<file path="config.mk">
export PLATFORM = sky130hd
export DESIGN_NAME = dmx_mover
export DESIGN_NICKNAME = d
export VERILOG_FILES = /design/src/rtl/dmx_pkg.sv /design/src/rtl/dmx_addr_step.sv /design/src/rtl/dmx_bus_arb.sv /design/src/rtl/dmx_mover.sv
export SDC_FILE = /design/constraint.sdc
export NUM_CORES = 1
export LEC_CHECK = 0
export BUFFER_PORTS_ARGS = -buffer_cell sky130_fd_sc_hd__buf_2
export CORE_MARGIN = 4
export CORE_UTILIZATION = 44
export CTS_BUF_LIST = sky130_fd_sc_hd__clkbuf_4 sky130_fd_sc_hd__clkbuf_8
export CTS_CLUSTER_SIZE = 10
export DETAILED_ROUTE_END_ITERATION = 8
export PLACE_DENSITY = 0.63
export SYNTH_ARGS = -nofsm -noshare
export SYNTH_HDL_FRONTEND = slang
export SYNTH_SLANG_ARGS = --single-unit
</file>
<file path="constraint.sdc">
create_clock -name clk -period 3.3 [get_ports clk]
set_input_delay 0.495 -clock clk [delete_from_list [all_inputs] [get_ports clk]]
set_output_delay 0.495 -clock clk [all_outputs]
set_load 0.02 [all_outputs]
</file>
<file path="src/rtl/dmx_pkg.sv">
package dmx_pkg;
    localparam int ADDR_W  = 24;
    localparam int DATA_W  = 8;
    localparam int CNT_W   = 16;
    localparam int NCH     = 2;
    localparam int GAP_CYC = 8;
    localparam int GAP_W   = $clog2(GAP_CYC + 1);

    typedef enum logic [1:0] {OWN_NONE, OWN_DMA, OWN_EXT} owner_e;
    typedef enum logic [1:0] {PH_IDLE, PH_RD, PH_WR} phase_e;

    typedef struct packed {
        logic [ADDR_W-1:0] src;
        logic [ADDR_W-1:0] dst;
        logic [CNT_W-1:0]  cnt;
        logic              en;
        logic              steal;
        logic [1:0]        smode;
        logic [1:0]        dmode;
        logic              ie;
        logic              done;
        logic [GAP_W-1:0]  gap;
    } chan_t;

    typedef struct packed {
        chan_t [NCH-1:0]   ch;
        phase_e            ph;
        logic              act;
        logic [DATA_W-1:0] hold;
    } eng_t;
endpackage

</file>
<file path="src/rtl/dmx_addr_step.sv">
module dmx_addr_step
    import dmx_pkg::*;
(
    input  logic [ADDR_W-1:0] addr_i,
    input  logic [1:0]        mode_i,
    output logic [ADDR_W-1:0] addr_o
);
    always_comb begin
        unique case (mode_i)
            2'b00:   addr_o = addr_i + 1'b1;
            2'b01:   addr_o = addr_i - 1'b1;
            default: addr_o = addr_i;
        endcase
    end
endmodule

</file>
<file path="src/rtl/dmx_bus_arb.sv">
module dmx_bus_arb
    import dmx_pkg::*;
(
    input  logic   clk,
    input  logic   rst_n,
    input  logic   cpu_ack,
    input  logic   int_pend,
    input  logic   ext_req,
    input  logic   release_i,
    output logic   grant_dma_o,
    output owner_e owner_o
);
    owner_e owner_d, owner_q;

    always_comb begin
        owner_d     = owner_q;
        grant_dma_o = 1'b0;
        unique case (owner_q)
            OWN_NONE: begin
                if (cpu_ack && int_pend) begin
                    grant_dma_o = 1'b1;
                    owner_d     = OWN_DMA;
                end else if (cpu_ack && ext_req) begin
                    owner_d = OWN_EXT;
                end
            end
            OWN_DMA: if (release_i) owner_d = OWN_NONE;
            OWN_EXT: if (!ext_req)  owner_d = OWN_NONE;
            default: owner_d = OWN_NONE;
        endcase
    end

    always_ff @(posedge clk or negedge rst_n) begin
        if (!rst_n) owner_q <= OWN_NONE;
        else        owner_q <= owner_d;
    end

    assign owner_o = owner_q;
endmodule

</file>
<file path="src/rtl/dmx_mover.sv">
module dmx_mover
    import dmx_pkg::*;
#(
    parameter int REG_AW = 5
) (
    input  logic              clk,
    input  logic              rst_n,
    input  logic              reg_we,
    input  logic [REG_AW-1:0] reg_addr,
    input  logic [7:0]        reg_wdata,
    output logic [7:0]        reg_rdata,
    output logic              bus_req,
    input  logic              cpu_ack,
    input  logic              ext_breq_n,
    output logic              ext_grant,
    output logic [ADDR_W-1:0] mem_addr,
    output logic [DATA_W-1:0] mem_wdata,
    input  logic [DATA_W-1:0] mem_rdata,
    output logic              mem_rd,
    output logic              mem_wr,
    output logic [NCH-1:0]    irq
);
    localparam int IDX_W    = REG_AW - 1;
    localparam int ADDR_B   = ADDR_W / 8;
    localparam int CNT_B    = CNT_W / 8;
    localparam int DST_BASE = ADDR_B;
    localparam int CNT_BASE = 2 * ADDR_B;
    localparam int CTRL_IDX = CNT_BASE + CNT_B;

    eng_t              d, q;
    logic [NCH-1:0]    pend;
    logic              rel;
    logic              grant_dma;
    owner_e            owner;
    logic [ADDR_W-1:0] src_nx [NCH];
    logic [ADDR_W-1:0] dst_nx [NCH];
    logic              sel_ch;
    logic [IDX_W-1:0]  sel_idx;

    assign sel_ch  = reg_addr[REG_AW-1];
    assign sel_idx = reg_addr[IDX_W-1:0];

    for (genvar g = 0; g < NCH; g++) begin : g_chan
        dmx_addr_step u_src_step (
            .addr_i (q.ch[g].src),
            .mode_i (q.ch[g].smode),
            .addr_o (src_nx[g])
        );
        dmx_addr_step u_dst_step (
            .addr_i (q.ch[g].dst),
            .mode_i (q.ch[g].dmode),
            .addr_o (dst_nx[g])
        );
        assign pend[g] = q.ch[g].en && (q.ch[g].cnt != '0) && (q.ch[g].gap == '0);
        assign irq[g]  = q.ch[g].done && q.ch[g].ie;
    end

    dmx_bus_arb u_arb (
        .clk         (clk),
        .rst_n       (rst_n),
        .cpu_ack     (cpu_ack),
        .int_pend    (|pend),
        .ext_req     (!ext_breq_n),
        .release_i   (rel),
        .grant_dma_o (grant_dma),
        .owner_o     (owner)
    );

    always_comb begin
        d   = q;
        rel = 1'b0;
        for (int i = 0; i < NCH; i++) begin
            if (q.ch[i].gap != '0) d.ch[i].gap = q.ch[i].gap - 1'b1;
            if (q.ch[i].en && q.ch[i].cnt == '0) begin
                d.ch[i].en   = 1'b0;
                d.ch[i].done = 1'b1;
            end
        end
        unique case (q.ph)
            PH_IDLE: begin
                if (grant_dma) begin
                    d.act = pend[0] ? 1'b0 : 1'b1;
                    d.ph  = PH_RD;
                end
            end
            PH_RD: begin
                d.hold = mem_rdata;
                d.ph   = PH_WR;
            end
            PH_WR: begin
                d.ch[q.act].src = src_nx[q.act];
                d.ch[q.act].dst = dst_nx[q.act];
                d.ch[q.act].cnt = q.ch[q.act].cnt - 1'b1;
                if (q.ch[q.act].cnt == CNT_W'(1)) begin
                    d.ch[q.act].en   = 1'b0;
                    d.ch[q.act].done = 1'b1;
                    rel  = 1'b1;
                    d.ph = PH_IDLE;
                end else if (q.ch[q.act].steal) begin
                    d.ch[q.act].gap = GAP_W'(GAP_CYC);
                    rel  = 1'b1;
                    d.ph = PH_IDLE;
                end else begin
                    d.ph = PH_RD;
                end
            end
            default: d.ph = PH_IDLE;
        endcase
        if (reg_we) begin
            for (int k = 0; k < ADDR_B; k++) begin
                if (int'(sel_idx) == k)            d.ch[sel_ch].src[8*k +: 8] = reg_wdata;
                if (int'(sel_idx) == DST_BASE + k) d.ch[sel_ch].dst[8*k +: 8] = reg_wdata;
            end
            for (int k = 0; k < CNT_B; k++) begin
                if (int'(sel_idx) == CNT_BASE + k) d.ch[sel_ch].cnt[8*k +: 8] = reg_wdata;
            end
            if (int'(sel_idx) == CTRL_IDX) begin
                d.ch[sel_ch].en    = reg_wdata[0];
                d.ch[sel_ch].steal = reg_wdata[1];
                d.ch[sel_ch].smode = reg_wdata[3:2];
                d.ch[sel_ch].dmode = reg_wdata[5:4];
                d.ch[sel_ch].ie    = reg_wdata[6];
                d.ch[sel_ch].done  = 1'b0;
                d.ch[sel_ch].gap   = '0;
            end
        end
    end

    always_ff @(posedge clk or negedge rst_n) begin
        if (!rst_n) q <= '0;
        else        q <= d;
    end

    always_comb begin
        reg_rdata = '0;
        for (int k = 0; k < ADDR_B; k++) begin
            if (int'(sel_idx) == k)            reg_rdata = q.ch[sel_ch].src[8*k +: 8];
            if (int'(sel_idx) == DST_BASE + k) reg_rdata = q.ch[sel_ch].dst[8*k +: 8];
        end
        for (int k = 0; k < CNT_B; k++) begin
            if (int'(sel_idx) == CNT_BASE + k) reg_rdata = q.ch[sel_ch].cnt[8*k +: 8];
        end
        if (int'(sel_idx) == CTRL_IDX)
            reg_rdata = {q.ch[sel_ch].done, q.ch[sel_ch].ie, q.ch[sel_ch].dmode,
                         q.ch[sel_ch].smode, q.ch[sel_ch].steal, q.ch[sel_ch].en};
    end

    assign mem_rd    = (q.ph == PH_RD);
    assign mem_wr    = (q.ph == PH_WR);
    assign mem_addr  = mem_rd ? q.ch[q.act].src : (mem_wr ? q.ch[q.act].dst : '0);
    assign mem_wdata = q.hold;
    assign ext_grant = (owner == OWN_EXT);
    assign bus_req   = (|pend) || !ext_breq_n || (owner != OWN_NONE);
endmodule

</file>
* Word-level counts from Yosys, hierarchy flattened
Index checks and enable logic that the tools add are counted.
** Cells by class
- Add/sub/neg operators :: 11
- Order comparisons :: 5
- Eq/ne operators :: 21
- Muxes and demuxes :: 129
- Bitwise operators :: 1
- Reduce and logical (&&, ||, !) cells :: 34
** Operators by type and width (count)
- 152-bit bitwise mux :: 21
- 152-bit two-way mux :: 20
- 76-bit demux with 1-bit select :: 21
- 76-bit two-way mux :: 6
- 24-bit two-way mux :: 8
- 24-bit case mux with 2 select lines :: 4
- 154-bit two-way mux :: 1
- 52-bit two-way mux :: 2
- 24-bit by 1-bit adder with 24-bit output (second input constant) :: 4
- 24-bit by 1-bit subtractor with 24-bit output (second input constant) :: 4
- 8-bit two-way mux :: 10
- 68-bit two-way mux :: 1
- 60-bit two-way mux :: 1
- 28-bit two-way mux :: 2
- 44-bit two-way mux :: 1
- 36-bit two-way mux :: 1
- 16-bit logical NOT :: 2
- 16-bit nonzero test :: 2
- 12-bit two-way mux :: 2
- 4-bit == test (second input constant) :: 5
- 20-bit two-way mux :: 1
- 16-bit by 1-bit == test with 1-bit output (second input constant) :: 1
- 4-bit two-way mux :: 4
- 16-bit by 1-bit subtractor with 16-bit output (second input constant) :: 1
- 29 further kinds :: 76
** Storage, ports and cells
- Flip-flop bits (word level) :: 165
- Input port bits :: 26
- Output and inout port bits :: 46
- Logic and storage cells :: 225

* Longest topological paths before layout
- Word-level depth :: 45
- Mapped depth :: 16
- Mapped depth without buffers :: 11

* Cells and area by module
From an unflattened synthesis, not the netlist that was laid out.
** Second synthesis, totals
- Cell total of the unflattened synthesis :: 2008
- Area, all modules :: 15197.1 um^2
** Modules (own cells, without submodules)
- dmx_mover :: instances 1, cells each 1120, area an instance 9699.3 um^2, sequential area each 4078.9 um^2
- dmx_addr_step at g_chan[0].u_dst_step ... :: instances 3, cells each 222, area an instance 1353.8 um^2, sequential area each 0.0 um^2
- dmx_addr_step at g_chan[1].u_src_step :: instances 1, cells each 213, area an instance 1341.3 um^2, sequential area each 0.0 um^2
- dmx_bus_arb :: instances 1, cells each 9, area an instance 95.1 um^2, sequential area each 50.0 um^2

* Worst setup path before layout
Ideal clock, no wire load.
- Path kind :: register to register
- Start :: reg q[17] (netlist name)
- End :: reg q[59] (netlist name)
- Setup time :: 0.127 ns
- Data arrival time :: 3.309 ns
- Required time :: 3.173 ns
- Slack :: -0.136 ns
- Cell stages (with the launch flop) :: 16
- Buffers on the path :: 5
- Clock period less this slack :: 3.436 ns
- Path through :: dfrtp_1 buf_2 nand2b_1 buf_2 buf_2 buf_1 xnor2_1 ha_1 clkbuf_1 nand3_1 or4_4 o21ai_2 or3b_1 a221oi_2 xor2_1 a21oi_1
** RTL lines
- from (decl) :: RTL line dmx_mover.sv:30 : eng_t d, q;
- from (signal assigned) :: RTL line dmx_mover.sv:130 : if (!rst_n) q <= '0;
- from (signal assigned) :: RTL line dmx_mover.sv:131 : else q <= d;

* Worst setup path in the final report
- Start :: in reg_addr[0]
- End :: out reg_rdata[3]
** On the way
- Cells in the longest elaborated chain, start to end :: 10
- Elaborated cells between the ends (all ways) :: 18
- Those cells by class :: eq/ne (8); mux (9); reduce/logical (1)
** RTL lines
- from (decl) :: RTL line dmx_mover.sv:9 : input logic [REG_AW-1:0] reg_addr,
- 4-bit logical NOT :: RTL line dmx_mover.sv:137 : if (int'(sel_idx) == k) reg_rdata = q.ch[sel_ch].src[8*k +: 8];
- 8-bit two-way mux :: RTL line dmx_mover.sv:137
- 8-bit two-way mux :: RTL line dmx_mover.sv:138 : if (int'(sel_idx) == DST_BASE + k) reg_rdata = q.ch[sel_ch].dst[8*k +: 8];
- 8-bit two-way mux :: RTL line dmx_mover.sv:137
- 8-bit two-way mux :: RTL line dmx_mover.sv:138
- 8-bit two-way mux :: RTL line dmx_mover.sv:137
- 8-bit two-way mux :: RTL line dmx_mover.sv:138
- 8-bit two-way mux (2 in a row) :: RTL line dmx_mover.sv:141 : if (int'(sel_idx) == CNT_BASE + k) reg_rdata = q.ch[sel_ch].cnt[8*k +: 8];
- 8-bit two-way mux * :: RTL line dmx_mover.sv:143 : if (int'(sel_idx) == CTRL_IDX)
- to (decl) :: RTL line dmx_mover.sv:11 : output logic [7:0] reg_rdata,
Mark *: on every way between the ends. The rest lies on a longest branch, timed or not.

==> impl_summary.md <==
Timing
Setup repair after global routing left no endpoint under its margin. The worst-margin pin slew is 885 ps. The count of pins over their slew limit was 0. The number of hold violations in the final report is 0.

Counting I/O delays and the setup requirement, the final critical path takes 2970 ps. The final clock skew is 17.7 ps. The part of the cycle the worst path needs is 0.899. The final setup violation count is 0.

The remaining max-slew budget at the tightest pin is 0.408. The timing-limited maximum frequency is approximately 340 MHz.

Die
The number of placement rows is 66. Measured along the x axis, the die boundary spans around 190 um. The height of the die is between 150 and 200 um.

The die outline area is around 0.036 mm2. For this design the top-level I/O count stands at approximately 70. The placeable core region is ~0.033 mm2. The effective utilization at floorplan is 0.449.

Critical path
STA classifies the critical path startpoint as an input pin. The worst-path cell with the longest stage delay is nand2b_1. The top fanout value on the critical path is 15. The path depth of the worst reg2reg path is 11. The critical path ends at reg_rdata[3]. The worst register-to-register path has a setup slack of approximately 380 ps.

Walking the worst path, the cells encountered are buf_2 -> nand2b_1 -> nor2_1 -> buf_4 -> a22o_1 -> a221oi_1 -> o21ai_0 -> nor2_1 -> nand2_1 -> buf_2. The source of the worst register-to-register timing path is q[96]. The signal arrival time at the worst endpoint is 2470 ps.

The most critical setup path has its startpoint at reg_addr[0]. The required arrival time at the worst endpoint is 2800 ps. The stage delay of the slowest cell on the critical path is 290 ps.

The capture point of the worst reg-to-reg path is q[157]. By startpoint and endpoint, the worst setup path is classified as in -> out. STA classifies the critical path endpoint as an output pin.

Min path
The path class of the tightest hold or removal check is in -> async.

Power
The static leakage is 5.85 nW. VDD sags by at most around 0.36 mV. The final total power is 0.00811 W. The power density of the placed cells is 514 mW/mm2.

Layout
The sequential standard cell area is 0.00413 mm2. The area used by multi-input combinational logic is 0.00961 mm2. The non-filler instance count after layout is 2398. The area growth from synthesis to layout is 7.64%. The repair_antennas step left the layout with diodes totalling 0.

The ratio of cells with drive above 1 in the final layout is 0.125. The net count of the finished layout is a little under 2000. The number of fill cells in the layout is 3297.

CTS
The root buffer selected by CTS is clkbuf_8. The total CTS buffers is 17. Counting every sink on the clock net gives between 150 and 200.

The buffers inserted during post-CTS setup optimization is 0. TritonCTS built the clock tree. The depth of the CTS H-tree is 4. The maximum root-to-sink buffer count is 2.

The insertion delay to the later sink of the worst-skew pair is 510 ps. The clock transition at the register clock pins on the worst setup and hold paths after CTS is 90 ps.

Route
The detailed router placed approximately 16000 vias in this run. The routed design has 58700 um of wire. The residual antenna-violating net count after detailed routing is 0.

The detail-routed via count per cell is roughly 6.5. The number of remaining DRC errors is 0. The wire length per cell is 24.5 um. Before antenna repair, the detailed router went through 6 iterations. The first-iteration detailed-routing DRC count is 1951.

Logic synthesis
The synthesized design spends more area on one cell type than any other, namely dfrtp_1. The top flip-flop cell by instance count after synthesis is dfrtp_1. The synthesized netlist cell count is 1965. Averaged over all synthesized cells, the footprint is 7.47 um2. After synthesis the netlist holds a flip-flop and latch count of ~170. The total nets after synthesis is 2005. The share of synthesized area in the top cell type comes to 0.281.

Sorting the synthesized cells by area gives the leading types as dfrtp_1 28%, nor2_1 5.9%, nand2_1 5.9%. In the synthesized netlist, the cells that appear most often are 232 x nor2_1, 229 x nand2_1, 165 x dfrtp_1, 133 x clkbuf_1, 129 x a21oi_1. The number of flops mapped to enable cells by yosys is 0. For this run, asynchronously set or reset flops after synthesis account for 1.00. The share of the Yosys chip area taken by registers is 0.281.

In this run the cell area of the synthesized design comes to 0.0147 mm2. Yosys mapped the design onto between 80 and 90 distinct sky130hd cell types. The total of warnings raised by yosys is 0. nor2_1 is the most common cell in the netlist.

Place
The number of port buffers is 71. The routability congestion estimate from global placement is 0.979. The count of placed standard cells including taps is 2367.

The HPWL after detailed placement is 42200 um.

GRT
The overall overflow remaining after global route is 0. The pin count of the biggest net entering global routing is 71. The number of global-route vias before repair is 14292. For this run, the total global-route usage over all layers was measured as 0.317. The first global-routing pass estimated 88800 um of wire. The initial antenna violation count is 0.

Run status
The run finished with clean final reports.

Run
The tool flagged a number of max-cap violations equal to 0.
## worst min-delay path by stage
| stage | endpoint | depth (start not counted) |
|---|---|---|
| floorplan | mem_wdata[0] | 0 |
| global placement | mem_wdata[7] | 2 |
| detailed placement | mem_wdata[7] | 2 |
| CTS | mem_wdata[0] | 1 |
| global route | mem_wdata[0] | 1 |
| finish | mem_wdata[0] | 1 |
## per-stage QoR
step	worst slack (ps)	hold slack (ps)	TNS [ps]	util	instance area, um2
2_1_floorplan	-13.9	199	-13.9	-	14700
3_3_place_gp	359	452	0	0.471	15400
3_5_place_dp	352	462	0	0.471	15400
4_1_cts	254	15.8	0	0.483	15800
5_1_grt	67.7	37.9	0	0.483	15800
6_report	335	14.2	0	0.483	15800
## power by group
part,internal [W],switching (W),total [W]
Clock,0.000640,0.000847,0.00149
Combinational,0.00134,0.00195,0.00329
Sequential,0.00240,0.000935,0.00333
Total,0.00438,0.00373,0.00811
## logic make-up after synthesis
kind of cell / synth area share
DFF: 0.281
muxes: 0.0718
xor gates and xnor gates: 0.0728
and+or+nand+nor: 0.292
buffers and inverters: 0.0642
AOI/OAI and AO/OA: 0.206
adders and majority gates: 0.0119
## routing by layer
metal / share of wire / up-vias / global-route usage / wire length [um]
li1: - / 7078 / - / -
met1: 0.44 / 7499 / 0.456 / 25500
met2: 0.44 / 889 / 0.493 / 25900
met3: 0.090 / 137 / 0.0496 / 5280
met4: 0.033 / 0 / 0.0978 / 1940
met5: 0 / - / 0 / 0
## sequential cells by signal (all words and copies together), names as in the netlist
signal / cells
mem_wdata: 8
q: 155
u_arb.owner_o: 2
## layout by cell type (no fill, tap or decap), drive strengths merged, types with 22 or more instances in the layout
| cell | instances |
|---|---|
| mux2i | 85 |
| xnor2 | 83 |
| a22oi | 35 |
| and3 | 26 |
| dfrtp | 165 |
| xor2 | 39 |
| nand4 | 40 |
| o22ai | 34 |
| nor4 | 47 |
| buf | 155 |
| nor3 | 56 |
| nand3 | 67 |
| nor2 | 233 |
| a21oi | 129 |
| a31oi | 34 |
| nand2 | 230 |
| or3 | 33 |
| and2 | 22 |
| o21ai | 110 |
| or4 | 24 |
| inv | 30 |
## cell type report
cell class              count  share of cell area
well taps                 442              0.0350
multi-input cells        1574               0.609
flip-flops and latches    165               0.262
inverters                  31             0.00737
clock inverters            11             0.00665
clock buffers              20              0.0170
repair buffers            155              0.0636
## repair_timing
| action | 4_1_cts | 5_1_grt |
|---|---|---|
| hold buffers | 0 | 0 |
| gates resized for setup | 0 | 1 |
| endpoints found under the setup margin | 0 | 1 |
| endpoints found under the hold margin | 0 | 0 |
## worst max-delay path: cells and delay by family
kind            cells  cell delay [ps]
buf+inv             3              650
compound gates      3              670
simple gates        4              630
Power figures use the tool's default switching activity.
